### src/rtl/store_steer_pkg.sv
package store_steer_pkg;
  typedef enum logic [1:0] {
    SZ_BYTE = 2'd0,
    SZ_HALF = 2'd1,
    SZ_WORD = 2'd2,
    SZ_RSVD = 2'd3
  } st_size_e;

  typedef enum logic [1:0] {
    S_IDLE,
    S_WRITE,
    S_READ,
    S_MERGE_WR
  } steer_state_e;
endpackage

### src/rtl/lane_mask_gen.sv
module lane_mask_gen
  import store_steer_pkg::*;
#(
  parameter int LANES = 8,
  localparam int OFF_W = $clog2(LANES)
) (
  input  logic [OFF_W-1:0] off_i,
  input  st_size_e         size_i,
  output logic [LANES-1:0] sel_o,
  output logic             misaligned_o
);
  logic [LANES-1:0] base;

  always_comb begin
    base         = '0;
    misaligned_o = 1'b0;
    unique case (size_i)
      SZ_BYTE: base = LANES'(4'h1);
      SZ_HALF: begin
        base         = LANES'(4'h3);
        misaligned_o = off_i[0];
      end
      SZ_WORD: begin
        base         = LANES'(4'hF);
        misaligned_o = |off_i[1:0];
      end
      default: misaligned_o = 1'b1;
    endcase
    sel_o = base << off_i;
  end
endmodule

### src/rtl/lane_replicate.sv
module lane_replicate
  import store_steer_pkg::*;
#(
  parameter int LANES = 8
) (
  input  logic [31:0]        data_i,
  input  st_size_e           size_i,
  output logic [LANES*8-1:0] wdata_o
);
  for (genvar l = 0; l < LANES; l++) begin : g_lane
    always_comb begin
      unique case (size_i)
        SZ_BYTE: wdata_o[l*8 +: 8] = data_i[7:0];
        SZ_HALF: wdata_o[l*8 +: 8] = data_i[(l % 2)*8 +: 8];
        default: wdata_o[l*8 +: 8] = data_i[(l % 4)*8 +: 8];
      endcase
    end
  end
endmodule

### src/rtl/lane_merge.sv
module lane_merge #(
  parameter int LANES = 8
) (
  input  logic [LANES*8-1:0] old_i,
  input  logic [LANES*8-1:0] new_i,
  input  logic [LANES-1:0]   sel_i,
  output logic [LANES*8-1:0] merged_o
);
  for (genvar l = 0; l < LANES; l++) begin : g_lane
    assign merged_o[l*8 +: 8] = sel_i[l] ? new_i[l*8 +: 8] : old_i[l*8 +: 8];
  end
endmodule

### src/rtl/store_lane_steer.sv
module store_lane_steer
  import store_steer_pkg::*;
#(
  parameter int ADDR_W = 32,
  parameter int LANES  = 8,
  localparam int BUS_W = LANES * 8,
  localparam int OFF_W = $clog2(LANES)
) (
  input  logic              clk_i,
  input  logic              rst_ni,
  input  logic              st_valid_i,
  output logic              st_ready_o,
  input  logic [ADDR_W-1:0] st_addr_i,
  input  logic [1:0]        st_size_i,
  input  logic [31:0]       st_data_i,
  input  logic              use_rmw_i,
  output logic              st_done_o,
  output logic              st_err_o,
  output logic              bus_req_o,
  output logic              bus_we_o,
  output logic [ADDR_W-1:0] bus_addr_o,
  output logic [LANES-1:0]  bus_sel_o,
  output logic [BUS_W-1:0]  bus_wdata_o,
  input  logic              bus_ack_i,
  input  logic [BUS_W-1:0]  bus_rdata_i
);
  steer_state_e      state_q;
  logic [ADDR_W-1:0] addr_q;
  logic [LANES-1:0]  sel_q;
  logic [BUS_W-1:0]  wdata_q, merged_q;
  logic              done_q, err_q;

  logic [LANES-1:0]  sel_d;
  logic              misaligned;
  logic [BUS_W-1:0]  rep_d, merged_d;
  st_size_e          size;
  logic              accept;

  assign size   = st_size_e'(st_size_i);
  assign accept = st_valid_i && (state_q == S_IDLE);

  lane_mask_gen #(.LANES(LANES)) i_mask (
    .off_i       (st_addr_i[OFF_W-1:0]),
    .size_i      (size),
    .sel_o       (sel_d),
    .misaligned_o(misaligned)
  );

  lane_replicate #(.LANES(LANES)) i_rep (
    .data_i (st_data_i),
    .size_i (size),
    .wdata_o(rep_d)
  );

  lane_merge #(.LANES(LANES)) i_merge (
    .old_i   (bus_rdata_i),
    .new_i   (wdata_q),
    .sel_i   (sel_q),
    .merged_o(merged_d)
  );

  always_ff @(posedge clk_i or negedge rst_ni) begin
    if (!rst_ni) begin
      state_q  <= S_IDLE;
      addr_q   <= '0;
      sel_q    <= '0;
      wdata_q  <= '0;
      merged_q <= '0;
      done_q   <= 1'b0;
      err_q    <= 1'b0;
    end else begin
      done_q <= 1'b0;
      err_q  <= 1'b0;
      unique case (state_q)
        S_IDLE: if (accept) begin
          if (misaligned) begin
            err_q <= 1'b1;
          end else begin
            addr_q  <= {st_addr_i[ADDR_W-1:OFF_W], {OFF_W{1'b0}}};
            sel_q   <= sel_d;
            wdata_q <= rep_d;
            state_q <= use_rmw_i ? S_READ : S_WRITE;
          end
        end
        S_READ: if (bus_ack_i) begin
          merged_q <= merged_d;
          state_q  <= S_MERGE_WR;
        end
        default: if (bus_ack_i) begin
          done_q  <= 1'b1;
          state_q <= S_IDLE;
        end
      endcase
    end
  end

  assign st_ready_o  = (state_q == S_IDLE);
  assign st_done_o   = done_q;
  assign st_err_o    = err_q;
  assign bus_req_o   = (state_q != S_IDLE);
  assign bus_we_o    = (state_q == S_WRITE) || (state_q == S_MERGE_WR);
  assign bus_addr_o  = addr_q;
  assign bus_sel_o   = (state_q == S_WRITE) ? sel_q : '1;
  assign bus_wdata_o = (state_q == S_MERGE_WR) ? merged_q : wdata_q;
endmodule

### config.mk
export PLATFORM = sky130hd
export DESIGN_NAME = store_lane_steer
export DESIGN_NICKNAME = d
export VERILOG_FILES = /design/src/rtl/store_steer_pkg.sv /design/src/rtl/lane_mask_gen.sv /design/src/rtl/lane_replicate.sv /design/src/rtl/lane_merge.sv /design/src/rtl/store_lane_steer.sv
export SDC_FILE = /design/constraint.sdc
export NUM_CORES = 1
export LEC_CHECK = 0
export ABC_AREA = 1
export BUFFER_PORTS_ARGS = -buffer_cell sky130_fd_sc_hd__buf_2
export CORE_MARGIN = 3
export CORE_UTILIZATION = 45
export DETAILED_ROUTE_END_ITERATION = 8
export PLACE_DENSITY = 0.73
export SETUP_SLACK_MARGIN = 0.4
export SLEW_MARGIN = 30
export SYNTH_ARGS = -nofsm -noshare
export SYNTH_HDL_FRONTEND = slang
export SYNTH_SLANG_ARGS = --single-unit
### constraint.sdc
create_clock -name clk_i -period 2.15 [get_ports clk_i]
set_clock_uncertainty 0.15 [all_clocks]
set_input_delay 0.645 -clock clk_i [delete_from_list [all_inputs] [get_ports clk_i]]
set_output_delay 0.645 -clock clk_i [all_outputs]
set_load 0.02 [all_outputs]
# Word-level counts from Yosys, hierarchy flattened
# Cells that the tools add are included.
# totals
ff_bits	169
latch_bits	0
ram_bits	0
rom_bits	0
inputBits	135
out_inout_bits	109
word_cells	55
memories	0
# op_classes
n_addsub	0
mul	0
div_mod_pow	0
order_cmp	0
eq_ne	8
n_shift	1
n_mux	26
bitwise	1
reduce_logical	12
# op_table
operator	count
2-to-1 mux 8 bit	11
2-to-1 mux 64 bit	1
case mux 8 bit (2 select lines)	1
case mux 4 bit (3 select lines)	1
2-to-1 mux 2 bit	5
<< shifter 4 x 3 -> 8 bit	1
equality test 2 bit, second input constant	3
OR reduction 2 bit	3
2-to-1 mux 1 bit	5
equality test 2 x 1 -> 1 bit, second input constant	2
logical NOT 2 bit	2
!= test 2 bit, second input constant	2
case mux 2 bit (2 select lines)	1
AND reduction 4 bit	1
nonzero test 2 bit	2
case mux 1 bit (3 select lines)	1
AND reduction 3 bit	1
!= test 2 x 1 -> 1 bit, second input constant	1
AND reduction 2 bit	1
logical AND 1 bit	1
logical OR 1 bit	1
NOT 1 bit	1

# Depth between registers and ports, before layout
# logic_depth
ltp_word	5
depth_mapped	9
depth_no_buf	8

# By module
# Synthesis repeated with hierarchy kept, for this count alone.
# unflattened
hier_cells	1328
area_unflattened_um2	9635.5
# modules_own_cells
module	n_inst	cells_per_inst	area_each_um2
store_lane_steer	1	959	7892.6
lane_merge	1	208	840.8
lane_replicate	1	119	674.4
lane_mask_gen	1	42	227.7

# Least setup slack after synthesis
# OpenSTA, ideal clock, no wires.
# synth_path
path_kind	register to output
start	register state_q[0]
end	output port bus_wdata_o[53]
arrival_time_ns	1.361
path_slack_ns	-0.006
stages_incl_launch_ff	5
path_buffers	2
path_cell_list	dfrtp_1 > nand2_1 > buf_2 > clkbuf_1 > o21ai_0
# synth_between
elab_chain_cells	2
# synth_rtl
element	line_no	source
start: declaration	store_lane_steer.sv:27	steer_state_e state_q;
start signal: assignment	store_lane_steer.sv:82	state_q <= use_rmw_i ? S_READ : S_WRITE;
equality test 2 bit	store_lane_steer.sv:104	assign bus_wdata_o = (state_q == S_MERGE_WR) ? merged_q : wdata_q;
2-to-1 mux 64 bit	store_lane_steer.sv:104	
end: declaration	store_lane_steer.sv:23	output logic [BUS_W-1:0] bus_wdata_o,
# Every way passes these cells.

# Worst setup path in the final report
# layout_path
start	register state_q[0]
end	output port bus_wdata_o[59]
# Same word-level chain as after synthesis.

==> reports/results.tsv <==
stage	metric	value	unit
place	post-DP HPWL	16000	um
route	initial DRC count	508	
global_route	antenna violations before repair	3	
floorplan	Die X	131	um
clock_tree	CTS Buf Count	17	
route	post-DR vias/cell	5.30	
pwr	LEAKAGE	0.00548	uW
floorplan	Die ar.	17100	um^2
place	IO Port Bufs	240	
synth	Seq cells post-synth	137	
worst_setup_path	WP data arrival	1660	ps
hold_path	Hold EP	bus_addr_o[11]	
global_route	largest net degree at the start of global routing	77	
clock_tree	Clock transition at path regs	60	ps
sta	unrepaired setup endpoints after global routing	yes	
pwr	worst vdd ir	930	uV
worst_setup_path	Worst Setup End Kind	primary output	
layout	share of cells above drive strength 1	0.390	
worst_setup_path	worst flop-to-flop path endpoint	sel_q[1]	
run	MaxCap Viol Count	0	
sta	Max Fclk	407	MHz
clock_tree	Max clock buf depth	2	
synth	most common cell in the synthesized netlist	nand2_1	
synth	mapped cell area	7010	um^2
floorplan	Die H	131	um
sta	final clock period utilization by the worst path	1.14	
clock_tree	clk_lat worst skew	420	ps
synth	Netlist cell types	29	
clock_tree	CTS root buf	clkbuf_16	
place	Place WS	43.8	ps
route	total DRC errors in the routed layout	0	
synth	top cell type's share of synthesized area	0.489	
floorplan	Initial Utilization	0.472	
route	first-pass iteration count of the detailed router	7	
synth	ys async rst share	1.00	
worst_setup_path	Register-to-Register Setup Slack	400	ps
run_status	outcome	finished, violations left	
hold_path	WHS Path Cells	3	
floorplan	I/O Pins	244	
floorplan	# rows	44	
route	average wire per standard cell	17.9	um
global_route	gr usage total	0.278	
worst_setup_path	worst r2r path cells	10	
worst_setup_path	CP startpoint kind	register	
synth	Commonest cells post-synth	272 x nand2_1, 175 x o21ai_0, 137 x dfrtp_1	
global_route	vias in the first global route	7250	
sta	Max Slew Vio Count	0	
run_status	violated checks	negative setup slack	
layout	cell area after layout	11400	um^2
sta	Hold Fails Final Rpt	0	
clock_tree	H-tree levels	4	
synth	synth top area cells	dfrtp_1 49%, nand2_1 15%, o21ai_0 12%, inv_1 7.0%, o211ai_1 6.9%	
worst_setup_path	CP required	1350	ps
clock_tree	CTS tree	yes	
sta	# setup viols final	72	
pwr	power consumption	18400	uW
hold_path	hold path start	st_addr_i[11]	
worst_setup_path	Worst Path Max Fanout	8	
sta	minimum clock period	2460	ps
place	dpl cell area	9260	um^2
floorplan	core area	14900	um^2
synth	Seq/Total Area, Yosys	0.489	
layout	Area Growth Syn to Fin	62.5	%
synth	EDFF count, synth	0	
place	routability congestion estimate	0.866	
synth	biggest area consumer among synthesized cells	dfrtp_1	
sta	Setup WS post-layout	-305	ps
synth	Syn Inst Count	906	
route	final WL	24600	um
synth	ys flop type	dfrtp_1	
worst_setup_path	CP Class	register to primary output	
global_route	total grt overflow	0	
global_route	wire length of the first global-routing pass	36800	um
route	Routed Antenna Nets	0	
worst_setup_path	RR Startpoint	state_q[1]	
synth	Yosys warning total	0	
synth	post-synthesis area per instance	7.74	um^2
clock_tree	total clock sinks	137	
layout	nets	1315	
route	via count	7278	
hold_path	Hold Path Class	primary input to register	
pwr	Power Density	1620	nW/um^2
[per-layer routing]
| metal | global-route usage | wire length [um] | up-vias | part of all wire |
|---|---|---|---|---|
| met2 | 0.468 | 12400 | 289 | 0.51 |
| met3 | 0.0711 | 1750 | 36 | 0.071 |
| met4 | 0.0811 | 426 | 2 | 0.017 |
| met1 | 0.355 | 9960 | 3494 | 0.41 |
| li1 | - | - | 3457 | - |
| met5 | 0 | 7 | - | 0.00028 |
[kinds of logic (layout without fill, tap and decap cells)]
group | after synthesis | count (layout) | synth area share
compound gates | 268 | 268 | 0.217
fa+ha+maj | 5 | 5 | 0.00892
buf+inv | 198 | 478 | 0.118
other cells | 1 | 5 | 0.000535
flops | 137 | 137 | 0.489
simple gates | 297 | 297 | 0.167
[flip-flops by register name, summed over array words and instances (netlist names)]
signal	flops
sel_q	8
wdata_q	32
state_q	2
merged_q	64
st_err_o	1
st_done_o	1
bus_addr_o	29
[per-stage QoR]
| stage | TNS, ps | utilization | instances | hold WS [ps] |
|---|---|---|---|---|
| floorplan | 0 | - | 908 | 199 |
| global placement | 0 | 0.623 | 1303 | 312 |
| detailed placement | 0 | 0.623 | 1303 | 311 |
| CTS | -16280 | 0.741 | 1357 | 251 |
| global route | -19580 | 0.766 | 1374 | 269 |
| finish | -16060 | 0.766 | 1374 | 269 |
[cell type report]
type,count,area (um^2)
Fill cell,1021,3470
Multi-Input combinational cell,573,3710
Inverter,133,514
Clock inverter,11,145
Sequential cell,137,3430
Clock buffer,21,470
Timing Repair Buffer,313,2890
Antenna cell,2,5.00
Tap cell,184,230
[how the worst max path moves through the flow]
stage | cells after the start | endpoint | from
after floorplan | 4 | bus_wdata_o[53] | state_q[0]
after global placement | 5 | bus_wdata_o[51] | state_q[0]
after detailed placement | 8 | wdata_q[48] | st_size_i[1]
after CTS | 6 | bus_wdata_o[59] | state_q[0]
after global routing | 6 | bus_wdata_o[59] | state_q[0]
final | 6 | bus_wdata_o[59] | state_q[0]
[cells in the final DEF (no fill, tap or decap), drive strengths merged]
cell / n
and3: 1
nand3: 10
ha: 5
inv: 133
clkbuf: 26
conb: 3
clkinvlp: 3
nand2: 274
or2: 1
nand4: 2
buf: 307
nor2: 8
nor3: 1
o211ai: 64
dfrtp: 137
o21ai: 192
diode: 2
o21a: 1
bufinv: 3
clkinv: 5
a21oi: 11
dlygate4sd3: 1
[report_power, final]
group	leakage (uW)	total (uW)	switching, uW	internal (uW)
Combinational	0.00348	10700	5940	4800
Sequential	0.00170	4650	851	3800
Clock	0.000295	3020	1110	1910
Total	0.00548	18400	7900	10500
[critical path, stage by stage (launching register included)]
cell       delay (ps)
dfrtp_2           420
nand2_8            80
buf_12            160
clkbuf_16         170
buf_4             140
o21ai_4           120
buf_6             130
[what timing repair did]
action,in CTS,in global routing
pin swaps,2,3
cloned,3,8
setup endpoints to repair,104,139
endpoints found under the hold margin,30,0
setup buffers,18,7
hold buffers,1,0
resized for setup,250,41
(Power assumes the default switching activity.)
